--- src/rtl/cic_pkg.sv ---
package cic_pkg;
  localparam int PRI_W  = 32;
  localparam int SEC_W  = 32;
  localparam int ADDR_W = 3;
  localparam int DATA_W = 32;
  localparam int NGRP   = 3;
  localparam int CASCADE_LO = 4;

  localparam logic [ADDR_W-1:0] A_PRI_MASK  = 3'd0;
  localparam logic [ADDR_W-1:0] A_PRI_LATCH = 3'd1;
  localparam logic [ADDR_W-1:0] A_PRI_STAT  = 3'd2;
  localparam logic [ADDR_W-1:0] A_SEC_MASK  = 3'd3;
  localparam logic [ADDR_W-1:0] A_SEC_LATCH = 3'd4;
  localparam logic [ADDR_W-1:0] A_SEC_STAT  = 3'd5;

  typedef struct packed {
    logic              wrPriMask;
    logic              wrPriLatch;
    logic              wrSecMask;
    logic              wrSecLatch;
    logic              rdEn;
    logic [ADDR_W-1:0] rdSel;
  } ctrl_strb_t;

  // Group g drives primary bit CASCADE_LO+g; the secondary span per group:
  // g0 -> 16..31, g1 -> 8..15, g2 -> 0..7
  function automatic int grpLo(int g);
    return (g == 0) ? 16 : (g == 1) ? 8 : 0;
  endfunction

  function automatic int grpHi(int g);
    return (g == 0) ? 31 : (g == 1) ? 15 : 7;
  endfunction

  function automatic logic [SEC_W-1:0] grpMask(int g);
    logic [SEC_W-1:0] m;
    m = '0;
    for (int i = 0; i < SEC_W; i++) begin
      if (i >= grpLo(g) && i <= grpHi(g)) m[i] = 1'b1;
    end
    return m;
  endfunction

  function automatic logic [PRI_W-1:0] cascadeMask();
    logic [PRI_W-1:0] m;
    m = '0;
    for (int g = 0; g < NGRP; g++) m[CASCADE_LO+g] = 1'b1;
    return m;
  endfunction
endpackage

--- src/rtl/cic_capture.sv ---
module cic_capture #(
  parameter int          W         = 32,
  parameter logic [W-1:0] EDGE_MASK = '0
) (
  input  logic         clk,
  input  logic         rst_n,
  input  logic [W-1:0] srcIn,
  input  logic         latchWr,
  input  logic [W-1:0] latchWrData,
  output logic [W-1:0] levelBits,
  output logic [W-1:0] latchBits
);
  logic [W-1:0] meta;
  logic [W-1:0] syncd;
  logic [W-1:0] syncdPrev;
  logic [W-1:0] rise;
  logic [W-1:0] latchNext;

  always_ff @(posedge clk or negedge rst_n) begin
    if (!rst_n) begin
      meta      <= '0;
      syncd     <= '0;
      syncdPrev <= '0;
    end else begin
      meta      <= srcIn;
      syncd     <= meta;
      syncdPrev <= syncd;
    end
  end

  assign rise = syncd & ~syncdPrev & EDGE_MASK;

  // software word replaces the latch, a fresh edge is OR-ed on top
  always_comb begin
    latchNext = ((latchWr ? latchWrData : latchBits) | rise) & EDGE_MASK;
  end

  always_ff @(posedge clk or negedge rst_n) begin
    if (!rst_n) latchBits <= '0;
    else        latchBits <= latchNext;
  end

  assign levelBits = syncd & ~EDGE_MASK;

  AST_LATCH_STICKY: assert property (@(posedge clk) disable iff (!rst_n)
    !latchWr |=> ((latchBits & $past(latchBits)) == $past(latchBits)));
  AST_WR_REPLACES: assert property (@(posedge clk) disable iff (!rst_n)
    (latchWr && rise == '0) |=> (latchBits == ($past(latchWrData) & EDGE_MASK)));
  AST_EDGE_WINS: assert property (@(posedge clk) disable iff (!rst_n)
    (|rise) |=> ((latchBits & $past(rise)) == $past(rise)));
endmodule

--- src/rtl/cic_lowbit.sv ---
module cic_lowbit #(
  parameter int W  = 32,
  parameter int IW = $clog2(W)
) (
  input  logic [W-1:0]  bits,
  output logic [IW-1:0] idx,
  output logic          any
);
  always_comb begin
    idx = '0;
    any = |bits;
    for (int i = W - 1; i >= 0; i--) begin
      if (bits[i]) idx = IW'(i);
    end
  end
endmodule

--- src/rtl/cic_ctrl.sv ---
module cic_ctrl
  import cic_pkg::*;
(
  input  logic              clk,
  input  logic              rst_n,
  input  logic              regWrEn,
  input  logic              regRdEn,
  input  logic [ADDR_W-1:0] regAddr,
  output ctrl_strb_t        strb
);
  always_comb begin
    strb = '0;
    if (regWrEn) begin
      case (regAddr)
        A_PRI_MASK:  strb.wrPriMask  = 1'b1;
        A_PRI_LATCH: strb.wrPriLatch = 1'b1;
        A_SEC_MASK:  strb.wrSecMask  = 1'b1;
        A_SEC_LATCH: strb.wrSecLatch = 1'b1;
        default: ;
      endcase
    end
    strb.rdEn  = regRdEn;
    strb.rdSel = regAddr;
  end

  AST_WR_ONEHOT: assert property (@(posedge clk) disable iff (!rst_n)
    $onehot0({strb.wrPriMask, strb.wrPriLatch, strb.wrSecMask, strb.wrSecLatch}));
endmodule

--- src/rtl/cic_datapath.sv ---
module cic_datapath
  import cic_pkg::*;
#(
  parameter logic [PRI_W-1:0] PRI_EDGE = 32'hF1CF_0000,
  parameter logic [SEC_W-1:0] SEC_EDGE = 32'h1041_0000,
  parameter int               PRI_BASE = 8,
  parameter int               SEC_BASE = 40,
  parameter int               VEC_W    = 7
) (
  input  logic              clk,
  input  logic              rst_n,
  input  logic [PRI_W-1:0]  priSrc,
  input  logic [SEC_W-1:0]  secSrc,
  input  ctrl_strb_t        strb,
  input  logic [DATA_W-1:0] wrData,
  output logic [DATA_W-1:0] rdData,
  output logic              rdValid,
  output logic              cpuIrq,
  output logic              vecValid,
  output logic [VEC_W-1:0]  vecNum
);
  localparam logic [PRI_W-1:0] CASC_MASK  = cascadeMask();
  localparam logic [PRI_W-1:0] PRI_EDGE_E = PRI_EDGE & ~CASC_MASK;
  localparam int PIW = $clog2(PRI_W);
  localparam int SIW = $clog2(SEC_W);

  logic [PRI_W-1:0] priMask, priLevel, priLatch, priStat, priPend, cascadeBits;
  logic [SEC_W-1:0] secMask, secLevel, secLatch, secStat, secPend;
  logic [NGRP-1:0]  grpHit;
  logic [PIW-1:0]   priIdx;
  logic [SIW-1:0]   secIdx;
  logic             priAny, secAny, cascadeHit;

  always_ff @(posedge clk or negedge rst_n) begin
    if (!rst_n) begin
      priMask <= '0;
      secMask <= '0;
    end else begin
      if (strb.wrPriMask) priMask <= wrData;
      if (strb.wrSecMask) secMask <= wrData;
    end
  end

  cic_capture #(.W(PRI_W), .EDGE_MASK(PRI_EDGE_E)) u_priCap (
    .clk(clk), .rst_n(rst_n), .srcIn(priSrc),
    .latchWr(strb.wrPriLatch), .latchWrData(wrData),
    .levelBits(priLevel), .latchBits(priLatch));

  cic_capture #(.W(SEC_W), .EDGE_MASK(SEC_EDGE)) u_secCap (
    .clk(clk), .rst_n(rst_n), .srcIn(secSrc),
    .latchWr(strb.wrSecLatch), .latchWrData(wrData),
    .levelBits(secLevel), .latchBits(secLatch));

  assign secStat = secLevel | secLatch;
  assign secPend = secStat & secMask;

  for (genvar g = 0; g < NGRP; g++) begin : g_grp
    localparam logic [SEC_W-1:0] GMASK = grpMask(g);
    assign grpHit[g] = |(secPend & GMASK);
  end

  always_comb begin
    cascadeBits = '0;
    for (int g = 0; g < NGRP; g++) cascadeBits[CASCADE_LO+g] = grpHit[g];
  end

  assign priStat    = (priLevel & ~CASC_MASK) | priLatch | cascadeBits;
  assign priPend    = priStat & priMask;
  assign cascadeHit = |(priPend & CASC_MASK);

  cic_lowbit #(.W(PRI_W)) u_priLow (.bits(priPend), .idx(priIdx), .any(priAny));
  cic_lowbit #(.W(SEC_W)) u_secLow (.bits(secPend), .idx(secIdx), .any(secAny));

  always_ff @(posedge clk or negedge rst_n) begin
    if (!rst_n) begin
      cpuIrq   <= 1'b0;
      vecValid <= 1'b0;
      vecNum   <= '0;
    end else begin
      cpuIrq   <= priAny;
      vecValid <= priAny;
      if (cascadeHit && secAny) vecNum <= VEC_W'(SEC_BASE) + VEC_W'(secIdx);
      else if (priAny)          vecNum <= VEC_W'(PRI_BASE) + VEC_W'(priIdx);
      else                      vecNum <= '0;
    end
  end

  always_ff @(posedge clk or negedge rst_n) begin
    if (!rst_n) begin
      rdValid <= 1'b0;
      rdData  <= '0;
    end else begin
      rdValid <= strb.rdEn;
      if (strb.rdEn) begin
        case (strb.rdSel)
          A_PRI_MASK:  rdData <= priMask;
          A_PRI_LATCH: rdData <= priLatch;
          A_PRI_STAT:  rdData <= priStat;
          A_SEC_MASK:  rdData <= secMask;
          A_SEC_LATCH: rdData <= secLatch;
          A_SEC_STAT:  rdData <= secStat;
          default:     rdData <= '0;
        endcase
      end
    end
  end

  AST_CASCADE_FIRST: assert property (@(posedge clk) disable iff (!rst_n)
    cascadeHit |=> (vecValid && vecNum >= VEC_W'(SEC_BASE) && vecNum < VEC_W'(SEC_BASE + SEC_W)));
  AST_SPURIOUS_QUIET: assert property (@(posedge clk) disable iff (!rst_n)
    (priPend == '0) |=> (!vecValid && !cpuIrq));
  AST_PRI_VEC_RANGE: assert property (@(posedge clk) disable iff (!rst_n)
    (priAny && !cascadeHit) |=> (vecNum >= VEC_W'(PRI_BASE) && vecNum < VEC_W'(PRI_BASE + PRI_W)));
  AST_RD_ACK: assert property (@(posedge clk) disable iff (!rst_n)
    strb.rdEn |=> rdValid);
  AST_MASK_HOLD: assert property (@(posedge clk) disable iff (!rst_n)
    !strb.wrPriMask |=> $stable(priMask));
endmodule

--- src/rtl/cascade_irq_ctrl.sv ---
module cascade_irq_ctrl
  import cic_pkg::*;
#(
  parameter logic [31:0] PRI_EDGE = 32'hF1CF_0000,
  parameter logic [31:0] SEC_EDGE = 32'h1041_0000,
  parameter int          PRI_BASE = 8,
  parameter int          SEC_BASE = 40,
  parameter int          VEC_W    = 7
) (
  input  logic              clk,
  input  logic              rst_n,
  input  logic [31:0]       priSrc,
  input  logic [31:0]       secSrc,
  input  logic              regWrEn,
  input  logic              regRdEn,
  input  logic [2:0]        regAddr,
  input  logic [31:0]       regWrData,
  output logic [31:0]       regRdData,
  output logic              regRdValid,
  output logic              cpuIrq,
  output logic              vecValid,
  output logic [VEC_W-1:0]  vecNum
);
  ctrl_strb_t strb;

  cic_ctrl u_ctrl (
    .clk(clk), .rst_n(rst_n), .regWrEn(regWrEn), .regRdEn(regRdEn),
    .regAddr(regAddr), .strb(strb));

  cic_datapath #(
    .PRI_EDGE(PRI_EDGE), .SEC_EDGE(SEC_EDGE),
    .PRI_BASE(PRI_BASE), .SEC_BASE(SEC_BASE), .VEC_W(VEC_W)
  ) u_dp (
    .clk(clk), .rst_n(rst_n), .priSrc(priSrc), .secSrc(secSrc),
    .strb(strb), .wrData(regWrData), .rdData(regRdData), .rdValid(regRdValid),
    .cpuIrq(cpuIrq), .vecValid(vecValid), .vecNum(vecNum));
endmodule

--- config.mk ---
export PLATFORM = sky130hd
export DESIGN_NAME = cascade_irq_ctrl
export DESIGN_NICKNAME = d
export VERILOG_FILES = /design/src/rtl/cic_pkg.sv /design/src/rtl/cic_capture.sv /design/src/rtl/cic_lowbit.sv /design/src/rtl/cic_ctrl.sv /design/src/rtl/cic_datapath.sv /design/src/rtl/cascade_irq_ctrl.sv
export SDC_FILE = /design/constraint.sdc
export NUM_CORES = 1
export LEC_CHECK = 0
export ABC_AREA = 1
export BUFFER_PORTS_ARGS = -buffer_cell sky130_fd_sc_hd__buf_4
export CAP_MARGIN = 30
export CORE_ASPECT_RATIO = 1.2
export CORE_MARGIN = 2
export CORE_UTILIZATION = 55
export CTS_CLUSTER_DIAMETER = 80
export DETAILED_ROUTE_END_ITERATION = 6
export PLACE_DENSITY_LB_ADDON = 0.3
export SYNTH_ARGS = -nofsm -noshare
export SYNTH_HDL_FRONTEND = slang
export SYNTH_SLANG_ARGS = --single-unit
--- constraint.sdc ---
create_clock -name clk -period 2.65 [get_ports clk]
set_input_delay 0.1325 -clock clk [delete_from_list [all_inputs] [get_ports clk]]
set_output_delay 0.1325 -clock clk [all_outputs]
set_load 0.05 [all_outputs]
# After elaboration in Yosys (flattened, before gate mapping)
# Cells that the tools add are included.
# W data, S select, Z words.
dict set report word_totals {
  ram_bits 0
  out_inout_bits 42
  word_cells 114
  reg_bits 308
  n_memories 0
  romBits 0
  input_bits 103
  latchBits 0
}
dict set report op_classes {
  n_bitwise 11
  add_sub_neg 2
  n_eq_ne 5
  n_shift 0
  n_reduce_logical 8
  order_cmp 0
  n_div 0
  muxes 74
  multipliers 0
}
# op n
set op_table {}
lappend op_table {{$mux W5} 64}
lappend op_table {{$pmux W32 S6} 1}
lappend op_table {{$and A32 B32 Y32} 3}
lappend op_table {{$reduce_or A32 Y1} 2}
lappend op_table {{$mux W32} 1}
lappend op_table {{$not A32 Y32} 1}
lappend op_table {{$or A28 B32 Y32} 1}
lappend op_table {{$or A32 B29 Y32} 1}
lappend op_table {{$or A32 B32 Y32} 1}
lappend op_table {{$or A32 B7 Y32} 1}
lappend op_table {{$and A29 B29 Y29} 1}
lappend op_table {{$mux W29} 1}
lappend op_table {{$not A29 Y29} 1}
lappend op_table {{$or A29 B29 Y29} 1}
lappend op_table {{$reduce_or A16 Y1} 1}
lappend op_table {{$reduce_or A8 Y1} 2}
lappend op_table {{$mux W7} 2}
lappend op_table {{$add A6 B5 Y7 const A} 1}
lappend op_table {{$add A4 B5 Y6 const A} 1}
lappend op_table {{$eq A3 B2 Y1 const B} 2}
lappend op_table {{$eq A3 B3 Y1 const B} 2}
lappend op_table {{$mux W1} 4}
lappend op_table {{$mux W4} 1}
lappend op_table {{$eq A3 B1 Y1 const B} 1}
lappend op_table {{other kinds (3)} 3}

# Logic depth before layout (Yosys ltp)
dict set report logic_depth {
  word_depth 40
  mapped_depth 34
  ltp_nobuf 34
}

# Cells and area by module
# A second synthesis with hierarchy kept.
dict set report unflattened {
  hier_cells 1424
  area_unflattened_um2 12181.7
}
# module n_inst cells_each area_per_inst_um2
set by_module_without_submodules {}
lappend by_module_without_submodules {cic_datapath 1 848 6089.6}
lappend by_module_without_submodules {{cic_capture at u_dp.u_priCap} 1 198 2796.4}
lappend by_module_without_submodules {{cic_capture at u_dp.u_secCap} 1 148 2277.2}
lappend by_module_without_submodules {cic_lowbit 2 107 470.5}
lappend by_module_without_submodules {cic_ctrl 1 16 77.6}

# Least setup slack after synthesis
# Ideal clock, no wire load.
dict set report synth_timing {
  kind {register -> register}
  start {reg u_dp.priMask[31]}
  end {reg u_dp.vecNum[0]}
  arrival_ns 1.813
  path_stages_with_launch 35
  path_buffers 0
  setup_time_ns 0.116
  setup_slack_ns 0.721
  cell_sequence {dfrtp_1 -> nand2_1 -> inv_1 -> nand2_1 -> nand2_1 -> nand2_1 -> nand2_1 -> nand2_1 -> nand2_1 -> nand2_1 -> nand2_1 -> nand2_1 -> nand2_1 -> nand2_1 -> nand2_1 -> nand2_1 -> nand2_1 -> nand2_1 -> nand2_1 -> nand2_1 -> nand2_1 -> nand2_1 -> nand2_1 -> nand2_1 -> nand2_1 -> nand2_1 -> nand2_1 -> nand2_1 -> nand2_1 -> nand2_1 -> nand2_1 -> nand2_1 -> nand2_1 -> nand2_1 -> nand2_1}
}
dict set report synth_between {
  elab_chain_len 36
  word_cells_on_any_way 37
}
# item line
set synth_lines {}
lappend synth_lines {{from (decl)} cic_datapath.sv:27} ;# logic [PRI_W-1:0] priMask, priLevel, priLatch, priStat, priPend, cascadeBits;
lappend synth_lines {{from (signal assigned)} cic_datapath.sv:39} ;# if (strb.wrPriMask) priMask <= wrData;
lappend synth_lines {{$and A32 B32 Y32 (*)} cic_datapath.sv:68} ;# assign priPend = priStat & priMask;
lappend synth_lines {{$mux W5 (32 in series)} cic_lowbit.sv:13} ;# if (bits[i]) idx = IW'(i);
lappend synth_lines {{$add A4 B5 Y6} cic_datapath.sv:83} ;# else if (priAny) vecNum <= VEC_W'(PRI_BASE) + VEC_W'(priIdx);
lappend synth_lines {{$mux W7 (*)} cic_datapath.sv:83}
lappend synth_lines {{$mux W7 (*)} cic_datapath.sv:82} ;# if (cascadeHit && secAny) vecNum <= VEC_W'(SEC_BASE) + VEC_W'(secIdx);
lappend synth_lines {{to (signal assigned)} cic_datapath.sv:82}
lappend synth_lines {{to (signal assigned)} cic_datapath.sv:83}
lappend synth_lines {{to (decl)} cic_datapath.sv:20} ;# output logic [VEC_W-1:0] vecNum
# Every way passes the cells marked *; elsewhere a longest branch is shown, timed or not.
# A chain may end at the register's enable or synchronous reset.

# Worst setup path after layout
dict set report layout_timing {
  start {reg u_dp.u_priCap.latchBits[31]}
  end {reg u_dp.vecNum[0]}
}
dict set report layout_between {
  elab_chain_len 38
  word_cells_on_any_way 39
}
# item line
set layout_lines {}
lappend layout_lines {{from (decl)} cic_capture.sv:11} ;# output logic [W-1:0] latchBits
lappend layout_lines {{from (signal assigned)} cic_capture.sv:40} ;# else latchBits <= latchNext;
lappend layout_lines {{$or A28 B32 Y32 (*)} cic_datapath.sv:67} ;# assign priStat = (priLevel & ~CASC_MASK) | priLatch | cascadeBits;
lappend layout_lines {{$or A32 B7 Y32 (*)} cic_datapath.sv:67}
lappend layout_lines {{$and A32 B32 Y32 (*)} cic_datapath.sv:68}
lappend layout_lines {{$mux W5 (32 in series)} cic_lowbit.sv:13}
lappend layout_lines {{$add A4 B5 Y6} cic_datapath.sv:83}
lappend layout_lines {{$mux W7 (*)} cic_datapath.sv:83}
lappend layout_lines {{$mux W7 (*)} cic_datapath.sv:82}
# Marks and branches as above.

==> qor.yml <==
status: "complete, no violations"
drt_wl_total_mm: 23.5
cts_buffer_depth: 3
overflow: 0
max_stage_delay_ns: 0.41
muxShareOfSynthArea_pct: 0
grt_pass1_vias: 7683
reg2regPathDepth: 34
grt_util_all_layers_pct: 26.7
ys_types: 25
drtIter0Drc: 584
syn_area_per_cell_um2: 10.1
initial_core_util_pct: 56.1
cap_viol_max_count: 0
total_power_uw: 9920
rsz0062_at_grt: "no"
hold_start: "regAddr[2]"
crit_arrival_ns: 2.69
avgViaCountPerCell: 5.30
syn_area_um2: 9450
fin_nets: 1284
place_congestion: 0.867
end_kind: "flip-flop"
syn_nets: 1040
min_to: "u_dp.u_secCap.latchBits[16]"
synth-simple-area-share_pct: 17.3
cts-buffers-inserted: 25
synthTopCellsByArea: "dfrtp_1, nand2_1, o21ai_0, a221oi_1, inv_1"
cts_root_buf: "clkbuf_16"
synth_compound_area_share_pct: 11.2
cts_tree: "yes"
timing.rr.start: "u_dp.u_priCap.latchBits[31]"
cts.sinks: 255
chipWidth_um: 124
finalCriticalPeriod_ns: 2.30
clock_skew_ns: 0.0125
h-tree-depth: 1
ir_drop_mv: 0.651
worstSetupStartpointType: "flip-flop"
finalNonFillerCells: 1412
synth_top_family_by_area: "simple AND/OR/NAND/NOR gates"
drive_gt1_share_pct: 18.1
yosysTopAreaCellShare_pct: 67.6
dp_slack_ns: 0.401
num_vias: 7490
post_dp_cell_area_um2: 10800
synth_xor_area_share_pct: 0
setup_slack_ns: 0.351
synth_fa_ha_area_share_pct: 0.265
regToRegEndpoint: "u_dp.vecNum[0]"
ys_ff_latch: 255
die-area_um2: 18200
port_buffers: 141
core_um2: 16900
firstDrtPassIters: 5
dp_hpwl_mm: 14.4
met3_length_mm: 1.30
yosysWarnings: 0
cp_slowest_cell: "dfrtp_1"
tns_ns: 0
maxSlewViolCount: 0
crit_required_ns: 3.04
top_layer: "met4"
post-route-drc-count: 0
wl_met1_mm: 9.27
clock_latency_ns: 0.51
dp.cells: 1273
final_area_um2: 12500
grt_pass1_wl_mm: 37.7
die_h_um: 148
grt_max_degree: 86
antenna_found_initial: 0
synth_cells: 935
cellPowerDensity_nw_per_um2: 791
wl_met2_mm: 12.2
ant_nets: 0
slew_headroom_pct: 45.9
num_rows: 52
crit_top_cell: "nand2_1"
setup_viol: 0
holdPathStages: 4
finalCritPeriodShare_pct: 86.7
tightestPinTransition_ns: 0.809
wl_per_cell_um: 16.6
ioPinCount: 145
reg2reg_slack_ns: 0.35
worstPathMaxFanout: 3
synth_area_leader_cell: "dfrtp_1"
yosysSeqAreaShare_pct: 67.6
leakage_uw: 0.00631
hold_violations: 0
hp-class: "primary input to flip-flop"
critPathKind: "flip-flop to flip-flop"
area_delta_synth_final_pct: 32.8
max_freq_mhz: 435
antenna_cells: 0
path_clk_slew_ns: 0.06
cells in the mapped netlist:
library cell,number
nand2_1,347
dfrtp_1,255
o21ai_0,97
inv_1,53
nor2_1,44
clkbuf_1,31
a221oi_1,29
o221ai_1,14
nand2_2,12
a22o_1,10
nand3_1,10
a21oi_1,5
a31oi_1,5
inv_2,5
o31ai_1,3
clkinv_1,2
ha_1,2
nand2_4,2
nor3_1,2
o21ai_1,2
a32o_1,1
buf_1,1
buf_4,1
nand4_1,1
o22ai_1,1
report_power, final:
part,total (uW),switching [uW],internal (uW)
Sequential,4580,280,4300
Combinational,1910,1210,700
Clock,3430,1430,2000
metrics by stage:
step | util, % | hold WS (ns)
3_3_place_gp | 64.0 | 0.0975
4_1_cts | 74.5 | 0.112
3_5_place_dp | 64.0 | 0.101
2_1_floorplan | - | -0.163
5_1_grt | 74.5 | 0.158
6_report | 74.5 | 0.122
how the worst max path moves through the flow:
stage,start,to,slack [ns],cells after the start
after detailed placement,u_dp.u_priCap.latchBits[31],u_dp.vecNum[0],0.40,34
after global routing,u_dp.u_priCap.latchBits[31],u_dp.vecNum[0],0.09,34
final,u_dp.u_priCap.latchBits[31],u_dp.vecNum[0],0.35,34
after global placement,u_dp.u_priCap.latchBits[31],u_dp.vecNum[0],0.41,34
after CTS,u_dp.u_priCap.latchBits[31],u_dp.vecNum[0],0.37,34
after floorplan,u_dp.priMask[31],u_dp.vecNum[0],0.72,34
sequential cells by signal (all words and copies together), names as in the netlist, 7 cells and up:
register,flops
u_dp.priMask,32
u_dp.rdData,32
u_dp.secMask,32
u_dp.u_secCap.meta,32
u_dp.u_secCap.syncd,32
u_dp.u_priCap.meta,29
u_dp.u_priCap.syncd,29
u_dp.u_priCap.latchBits,11
u_dp.u_priCap.syncdPrev,11
u_dp.vecNum,7
area by class of cell:
| type | count | area [um^2] |
|---|---|---|
| Timing Repair Buffer | 250 | 2150 |
| Sequential cell | 255 | 6380 |
| Inverter | 60 | 225 |
| Clock inverter | 8 | 76.3 |
| Fill cell | 1135 | 4310 |
| Clock buffer | 36 | 727 |
| Tap cell | 216 | 270 |
| Multi-Input combinational cell | 587 | 2720 |
per-layer routing:
metal	up-vias	global-route usage, %
met1	3638	34.0
met4	0	9.03
met5	-	0
met3	53	3.86
met2	261	46.6
li1	3538	-
placed cells by master, fill, tap and decap left out, types with 2 or more instances in the layout:
cell             n
a21oi_1          5
a221oi_1        29
a22o_1          10
a31oi_1          5
buf_12           2
buf_4          152
clkbuf_1         5
clkbuf_16       25
clkbuf_8         6
clkinv_1         2
clkinv_2         3
clkinvlp_4       3
dfrtp_1        255
dlygate4sd3_1   95
ha_1             2
inv_1           53
inv_2            5
nand2_1        345
nand2_2         14
nand2_4          2
nand3_1         10
nor2_1          43
nor3_1           2
o21ai_0         97
o21ai_1          2
o221ai_1        14
o31ai_1          3
kinds of logic (layout without fill, tap and decap cells):
| group | count (synthesis) | in the layout |
|---|---|---|
| buf+inv | 93 | 354 |
| flops | 255 | 255 |
| simple gates | 418 | 418 |
| fa+ha+maj | 2 | 2 |
| compound gates | 167 | 167 |
timing repair:
item,4_1_cts,5_1_grt
setup buffers,0,0
hold endpoints to repair,199,0
gates resized for setup,0,0
hold buffers,95,0
worst max-delay path, delay by kind of cell, from the launching register on:
| family | cells | cell delay [ns] |
|---|---|---|
| buf+inv | 1 | 0.04 |
| simple gates | 33 | 1.74 |
| flops | 1 | 0.41 |
Note: power is estimated with default switching activity, not from simulation.
